--- config.mk ---
export PLATFORM = sky130hd
export DESIGN_NAME = store_recall_reg
export DESIGN_NICKNAME = d
export VERILOG_FILES = /design/src/rtl/sr_pkg.sv /design/src/rtl/sr_sync.sv /design/src/rtl/sr_press_fsm.sv /design/src/rtl/sr_capture_reg.sv /design/src/rtl/sr_view_mux.sv /design/src/rtl/store_recall_reg.sv
export SDC_FILE = /design/constraint.sdc
export NUM_CORES = 1
export LEC_CHECK = 0
export CAP_MARGIN = 20
export CORE_UTILIZATION = 42
export DETAILED_ROUTE_END_ITERATION = 10
export PLACE_DENSITY = 0.75
export SYNTH_ARGS = -nofsm -noshare
export SYNTH_HDL_FRONTEND = slang
export SYNTH_HIERARCHICAL = 1
export SYNTH_SLANG_ARGS = --single-unit
--- constraint.sdc ---
create_clock -name clk -period 1.2 [get_ports clk]
set_input_delay 0.24 -clock clk [delete_from_list [all_inputs] [get_ports clk]]
set_output_delay 0.24 -clock clk [all_outputs]
set_load 0.02 [all_outputs]
--- src/rtl/sr_pkg.sv ---
package sr_pkg;

    // Save-button press tracker states
    typedef enum logic [0:0] {
        WAIT_PRESS   = 1'b0,
        WAIT_RELEASE = 1'b1
    } press_state_e;

    // Index of each control line inside the synchronised control bus
    localparam int unsigned CTL_LOAD   = 0;
    localparam int unsigned CTL_RECALL = 1;
    localparam int unsigned CTL_COUNT  = 2;

endpackage

--- src/rtl/sr_sync.sv ---
module sr_sync #(
    parameter int unsigned WIDTH  = 2,
    parameter int unsigned STAGES = 2
) (
    input  logic             clk,
    input  logic             rst,
    input  logic [WIDTH-1:0] async_in,
    output logic [WIDTH-1:0] sync_out
);

    localparam int unsigned LAST = STAGES - 1;

    logic [STAGES-1:0][WIDTH-1:0] chain_q;

    always_ff @(posedge clk) begin
        if (rst) begin
            chain_q <= '0;
        end else begin
            chain_q[0] <= async_in;
            for (int s = 1; s < STAGES; s++) begin
                chain_q[s] <= chain_q[s-1];
            end
        end
    end

    assign sync_out = chain_q[LAST];

endmodule

--- src/rtl/sr_press_fsm.sv ---
module sr_press_fsm
    import sr_pkg::*;
(
    input  logic clk,
    input  logic rst,
    input  logic level_in,
    output logic pulse_out
);

    press_state_e state_q;
    press_state_e state_d;

    // Next-state logic: PRESS_SEEN and RELEASE_SEEN transitions
    always_comb begin
        state_d = state_q;
        unique case (state_q)
            WAIT_PRESS:   if (level_in)  state_d = WAIT_RELEASE;
            WAIT_RELEASE: if (!level_in) state_d = WAIT_PRESS;
            default:      state_d = WAIT_PRESS;
        endcase
    end

    // State register
    always_ff @(posedge clk) begin
        if (rst) begin
            state_q <= WAIT_PRESS;
        end else begin
            state_q <= state_d;
        end
    end

    // Output decode: one-cycle enable on PRESS_SEEN
    always_comb begin
        pulse_out = 1'b0;
        unique case (state_q)
            WAIT_PRESS:   pulse_out = level_in;
            WAIT_RELEASE: pulse_out = 1'b0;
            default:      pulse_out = 1'b0;
        endcase
    end

endmodule

--- src/rtl/sr_capture_reg.sv ---
module sr_capture_reg #(
    parameter int unsigned          WIDTH     = 8,
    parameter logic [WIDTH-1:0]     RESET_VAL = '0
) (
    input  logic             clk,
    input  logic             rst,
    input  logic             load_en,
    input  logic [WIDTH-1:0] d_in,
    output logic [WIDTH-1:0] q_out
);

    always_ff @(posedge clk) begin
        if (rst) begin
            q_out <= RESET_VAL;
        end else if (load_en) begin
            q_out <= d_in;
        end
    end

endmodule

--- src/rtl/sr_view_mux.sv ---
module sr_view_mux #(
    parameter int unsigned WIDTH = 8
) (
    input  logic             pick_stored,
    input  logic [WIDTH-1:0] live_in,
    input  logic [WIDTH-1:0] stored_in,
    output logic [WIDTH-1:0] view_out
);

    for (genvar b = 0; b < WIDTH; b++) begin : g_bit
        assign view_out[b] = pick_stored ? stored_in[b] : live_in[b];
    end

endmodule

--- src/rtl/store_recall_reg.sv ---
module store_recall_reg
    import sr_pkg::*;
#(
    parameter int unsigned DATA_W      = 8,
    parameter int unsigned SYNC_STAGES = 2
) (
    input  logic              clk,
    input  logic              rst,
    input  logic [DATA_W-1:0] sw_in,
    input  logic              btn_load,
    input  logic              btn_recall,
    output logic [DATA_W-1:0] disp_out
);

    localparam logic [DATA_W-1:0] CLEAR_VAL = '0;

    logic [CTL_COUNT-1:0] ctl_async;
    logic [CTL_COUNT-1:0] ctl_sync;
    logic                 load_pulse;
    logic                 recall_sel;
    logic [DATA_W-1:0]    stored_q;

    always_comb begin
        ctl_async             = '0;
        ctl_async[CTL_LOAD]   = btn_load;
        ctl_async[CTL_RECALL] = btn_recall;
    end

    sr_sync #(
        .WIDTH  (CTL_COUNT),
        .STAGES (SYNC_STAGES)
    ) u_sync (
        .clk      (clk),
        .rst      (rst),
        .async_in (ctl_async),
        .sync_out (ctl_sync)
    );

    assign recall_sel = ctl_sync[CTL_RECALL];

    sr_press_fsm u_press (
        .clk       (clk),
        .rst       (rst),
        .level_in  (ctl_sync[CTL_LOAD]),
        .pulse_out (load_pulse)
    );

    sr_capture_reg #(
        .WIDTH     (DATA_W),
        .RESET_VAL (CLEAR_VAL)
    ) u_store (
        .clk     (clk),
        .rst     (rst),
        .load_en (load_pulse),
        .d_in    (sw_in),
        .q_out   (stored_q)
    );

    sr_view_mux #(
        .WIDTH (DATA_W)
    ) u_view (
        .pick_stored (recall_sel),
        .live_in     (sw_in),
        .stored_in   (stored_q),
        .view_out    (disp_out)
    );

endmodule

==> results of run 1 <==
## state kept, by name, indices dropped and copies added, names as in the netlist
register and cells:
u_sync/chain_q 2, u_store/q_out 8, u_sync/sync_out 2, u_press/state_q 1
## final timing paths
kind              cells past startpoint                from            endpoint  slack [ps]
hold / removal                        1   u_sync/chain_q[0]  u_sync/sync_out[0]         440
setup reg to reg                      3  u_sync/sync_out[0]    u_store/q_out[1]         130
hold reg to reg                       1   u_sync/chain_q[0]  u_sync/sync_out[0]         440
setup / recovery                      3  u_sync/sync_out[1]         disp_out[7]        -230
## cells in the mapped netlist, drive strengths merged
master | number | area [µm²]
mux2 | 8 | 120.1
buf | 5 | 41.28
nor2 | 8 | 30.03
mux2i | 8 | 80.08
nor2b | 6 | 52.55
dfxtp | 13 | 260.3
## repair_timing
| action | in CTS | in global routing |
|---|---|---|
| resized for setup | 53 | 0 |
| hold buffers | 0 | 0 |
| endpoints found under the setup margin | 8 | 8 |
## cell usage in the layout (no fill, tap or decap)
cell type	netlist	layout
clkinv_2	0	1
clkbuf_4	0	3
buf_12	0	1
nor2b_1	4	4
nor2b_4	2	2
clkdlybuf4s50_1	0	11
dfxtp_1	13	12
buf_6	2	11
dfxtp_4	0	1
nor2_1	8	8
mux2_4	8	8
mux2i_1	8	8
## through the flow
step,worst slack (ps),util [%]
finish,-229.5,65.10
global route,-286.3,65.10
CTS,-242.1,65.10
detailed placement,-511.1,61.06
global placement,-515.1,61.06
floorplan,102.3,-
## layout make-up
class	count	share of cell area, %
timing repair buffer	23	29.99
clock buffer	3	2.659
sequential	13	31.17
multi-input combinational	30	33.38
clock inverter	1	0.5908
tap	15	2.216
## worst max-delay path, delay by kind of cell (launching register included)
| kind | cells | cell delay, ps |
|---|---|---|
| DFF | 1 | 370 |
| muxes | 1 | 300 |
| buffers and inverters | 2 | 240 |
## power by group through the flow
| stage | sequential (µW) | combinational (µW) | clock [µW] |
|---|---|---|---|
| 6_report | 454 | 194 | 266 |
| 5_1_grt | 456 | 207 | 303 |
| 3_5_place_dp | 465 | 184 | 0 |
| 4_1_cts | 455 | 195 | 280 |
| 3_3_place_gp | 464 | 182 | 0 |
| 2_1_floorplan | 462 | 101 | 0 |
## logic make-up (layout without fill, tap and decap cells)
family	count (synthesis)	in the layout
flops	13	13
simple gates	14	14
mux	16	16
buf+inv	5	27
## routing by layer
layer	up-vias	routed length (µm)	track usage [%]
met5	-	0	0
met2	12	494	25.00
li1	199	-	-
met4	0	5	10.34
met3	2	49	3.409
met1	182	380	14.89
==> out/qor.yml, run 1 <==
clockBufferDepth: 2
numCtsBuffers: 3
cp_slowest_cell: "dfxtp_4"
rows: 13
grt_max_degree: 14
slew_violations: 0
dr.first_iter.drc_count: 3
finalNonFillerCells: 85
min_path_type: "flop to flop"
cap_violations: 0
clock.fmax_mhz: 699.5
synth_compound_area_share_pct: 0
clk_latency_ps: 270
worst-setup-path-type: "flop to output pin"
netlist-cell-type-count: 9
syn_area_um2: 584.3
synth-seq-cells: 13
drcViolationCount: 0
muxShareOfSynthArea_pct: 34.26
p_int_uw: 692.0
drive_gt1_share_pct: 38.57
worst_slew_pin_slew_ps: 315.7
initial_core_util_pct: 44.90
drt-total-wl_um: 929
core_area_um2: 1301
grt_pass1_wl_um: 1407
power_switching_uw: 221.9
critPathRequiredTime_ps: 960
power_frac_clock_pct: 29.1
start_kind: "flop"
syn_inst: 48
regArea_um2: 264.0
slowest_delay_ps: 370
multi_input_comb_area_um2: 282.8
cp_max_fo: 3
fill_cells: 113
crit_top_cell: "buf_6"
place.gp.congestion: 0.5363
holdWs_ps: 442.0
grt_usage_pct: 14.39
setup_slack_ps: -229.5
cts.sinks: 13
run_status: "finished, violations left"
setup_viol: 8
fin_tns_setup_ps: -1742
vias: 395
synth-xor-area-share_pct: 0
hold_violations: 0
rsz0062_at_grt: "yes"
htree_levels: 1
placed_area_um2: 794.5
ir_drop_mv: 0.6371
cts_setup_buffers: 0
cts-root-buf: "clkbuf_4"
finClkSkew_ps: 2.000
powerDensity_nw_per_um2: 1079
pin_count: 20
crit_arrival_ps: 1190
total_power_uw: 913.9
die_height_um: 39.30
synth_nets: 60
dp.cells: 81
die_area_um2: 1544
postRouteAntennaNets: 0
cts_tree: "done"
post_drt_wl_per_cell_um: 10.93
synth-adder-area-share_pct: 0
via_per_inst: 4.647
grt_pass1_vias: 338
yosysSeqAreaShare_pct: 44.54
fin_crit_ps: 1430
grt_antenna_before_repair: 0
pwr-share-comb_pct: 21.2
path_clk_slew_ps: 80
fp.dieW_um: 39.30
final_net_count: 83
n_antenna_cell: 0
grt_overflow: 0
endpoint_kind: "output pin"
fin_crit_sh_pct: 119.1
slew_headroom_pct: 78.91
sw_frac_of_total_pct: 24.28
p_leak_uw: 0.0003531
synth_simple_gate_area_share_pct: 14.13
failed_checks: "negative setup slack"
drtPass1Iterations: 2
area_growth_pct: 44.97
synth_top_family_by_area: "multiplexers"
path_cells: "buf_6, mux2_4, buf_6"
final_cell_area_um2: 847.1
avgSynthCellArea_um2: 12.17
p_seq_share_pct: 49.7
yosys_warnings: 6
port_buffers: 19
Note: power is estimated with default switching activity, not from simulation.
==> inputs of run 2 (changes only) <==
--- a/config.mk
+++ b/config.mk
@@ -8,7 +8,8 @@
 export CAP_MARGIN = 20
 export CORE_UTILIZATION = 42
 export DETAILED_ROUTE_END_ITERATION = 10
-export PLACE_DENSITY = 0.75
+export PLACE_DENSITY = 0.81
+export SKIP_LAST_GASP = 1
 export SYNTH_ARGS = -nofsm -noshare
 export SYNTH_HDL_FRONTEND = slang
 export SYNTH_HIERARCHICAL = 1
==> run 2 against run 1 <==
- the run still ends with negative setup slack left
- first-iteration DRC count is 100% lower
- largest power group unchanged
- clock power is 6% lower
- total power is 2.3% lower
- design area is 2.7% lower
- critical path type unchanged
- sequential share of layout area is 0.55 points higher
- cell count is 1.2% lower
- worst setup slack better by 8.8 ps
- highest routed layer is now met3
- utilization is 1.7 points lower
==> out/qor.yml, run 2 (synthesized netlist as in run 1, its figures left out) <==
rows: 13
grt_antenna_before_repair: 0
port_buffers: 19
finClkSkew_ps: 3.964
worst_slew_pin_slew_ps: 306.4
fp.dieW_um: 39.30
postRouteAntennaNets: 0
hold_violations: 0
clock.fmax_mhz: 703.9
drt-total-wl_um: 889
rr_worst_depth: 3
die_height_um: 39.30
failed_checks: "negative setup slack"
start_kind: "flop"
final_cell_mix: "dfxtp_1, clkdlybuf4s50_1, mux2i_1, nor2_1, mux2_4"
path_clk_slew_ps: 70
grt_pass1_vias: 347
grt_pass1_wl_um: 1380
multi_input_comb_area_um2: 282.8
reg2reg_from: "u_sync/sync_out[0]"
crit_arrival_ps: 1180
cp_slowest_cell: "dfxtp_2"
cts-root-buf: "clkbuf_4"
regArea_um2: 261.5
whs_path_depth: 1
slowest_delay_ps: 350
clockBufferDepth: 2
fin_tns_setup_ps: -1669
via_per_inst: 4.595
fin_crit_sh_pct: 118.4
min_to: "u_sync/sync_out[0]"
endpoint_kind: "output pin"
maxUsedRoutingLayer: "met3"
clk_latency_ps: 260
largest_reg_flops: 8
path_cells: "buf_4, mux2_4, buf_2"
p_leak_uw: 0.0003416
initial_core_util_pct: 44.90
area_growth_pct: 41.11
htree_levels: 1
grt_max_degree: 14
powerDensity_nw_per_um2: 1083
rsz0062_at_grt: "yes"
fill_cells: 120
fin_crit_ps: 1421
drtPass1Iterations: 1
worstReg2RegEnd: "u_store/q_out[4]"
n_antenna_cell: 0
drcViolationCount: 0
min_path_type: "flop to flop"
setup_viol: 8
vias: 386
dr_wl_met2_um: 452
critPathRequiredTime_ps: 960
cts_tree: "done"
slew_violations: 0
total_power_uw: 892.7
die_area_um2: 1544
place.gp.congestion: 0.5734
run_status: "finished, violations left"
pin_count: 20
max_flop_register: "u_store/q_out"
grt_overflow: 0
final_net_count: 82
reg2reg_slack_ps: 120
numCtsBuffers: 3
final_common_cell: "dfxtp_1"
setup_slack_ps: -220.7
core_area_um2: 1301
grt_usage_pct: 13.88
ir_drop_mv: 0.6098
cap_violations: 0
dr.first_iter.drc_count: 0
cp_max_fo: 2
cts.sinks: 13
slew_headroom_pct: 79.53
worst-setup-path-type: "flop to output pin"
wl_met3_um: 53
post_drt_wl_per_cell_um: 10.58
wl_met1_um: 384
worstHoldStart: "u_sync/chain_q[0]"
drive_gt1_share_pct: 36.23
holdWs_ps: 445.5
[run 2: cell types whose count changed in the layout (fill, tap and decap cells not counted)]
cell and change:
buf_12 +1, dfxtp_4 -1, buf_4 +1, clkbuf_1 +1, dfxtp_2 +1, buf_2 +2
buf_6 -5, clkinv_2 -1
[run 2: report_power, final]
group | internal, µW | leakage [µW] | switching [µW] | total (µW)
Sequential | 448 | 0.000107 | 7.42 | 455
Clock | 128 | 0.0000150 | 122 | 251
Combinational | 117 | 0.000220 | 70.4 | 187
Total | 692 | 0.000342 | 200 | 893
[run 2: metrics by stage]
step                      utilization (%)  worst slack (ps)  cell area (µm²)  std cells
after floorplan                         -             102.3            584.3         48
after global placement              61.44            -505.5            799.5         80
after detailed placement            61.44            -540.3            799.5         80
after CTS                           63.37            -229.3            824.5         84
after global routing                63.37            -275.9            824.5         84
final                               63.37            -220.7            824.5         84
[run 2: layer usage]
layer / GRT usage (%) / up-vias
li1: - / 198
met1: 14.79 / 173
met2: 24.17 / 15
met3: 3.977 / 0
met4: 7.759 / 0
met5: 0 / -
[run 2: worst max-delay path by stage]
stage / start / end / slack [ps] / cells past startpoint
2_1_floorplan: u_sync/sync_out[1] / disp_out[0] / 100 / 3
3_3_place_gp: sw_in[1] / disp_out[1] / -510 / 3
3_5_place_dp: sw_in[1] / disp_out[1] / -540 / 3
4_1_cts: u_sync/sync_out[1] / disp_out[7] / -230 / 3
5_1_grt: u_sync/sync_out[1] / disp_out[7] / -280 / 3
6_report: u_sync/sync_out[1] / disp_out[5] / -220 / 3
[run 2: critical path: cells and delay by family (launching register included)]
family / cells / cell delay (ps)
buffers and inverters: 2 / 290
flip-flops: 1 / 350
multiplexers: 1 / 290
[run 2: final cells by class]
class / count / share of cell area (%)
Tap cell: 15 / 2.276
Multi-Input combinational cell: 30 / 34.29
Sequential cell: 13 / 31.71
Clock buffer: 4 / 3.187
Timing Repair Buffer: 22 / 28.53
[run 2: what timing repair did]
action,CTS,global route
endpoints found under the setup margin,8,8
gates resized for setup,45,0
buffers inserted,0,0
pin swaps,0,0
hold buffers,0,0
hold endpoints to repair,0,0
==> inputs of run 3 (changes only) <==
--- a/config.mk
+++ b/config.mk
@@ -8,7 +8,7 @@
 export CAP_MARGIN = 20
 export CORE_UTILIZATION = 42
 export DETAILED_ROUTE_END_ITERATION = 10
-export PLACE_DENSITY = 0.81
+export PLACE_DENSITY = 0.75
 export SKIP_LAST_GASP = 1
 export SYNTH_ARGS = -nofsm -noshare
 export SYNTH_HDL_FRONTEND = slang
==> results of run 3 <==
Final layout, timing and power as in run 1 (identical DEF).
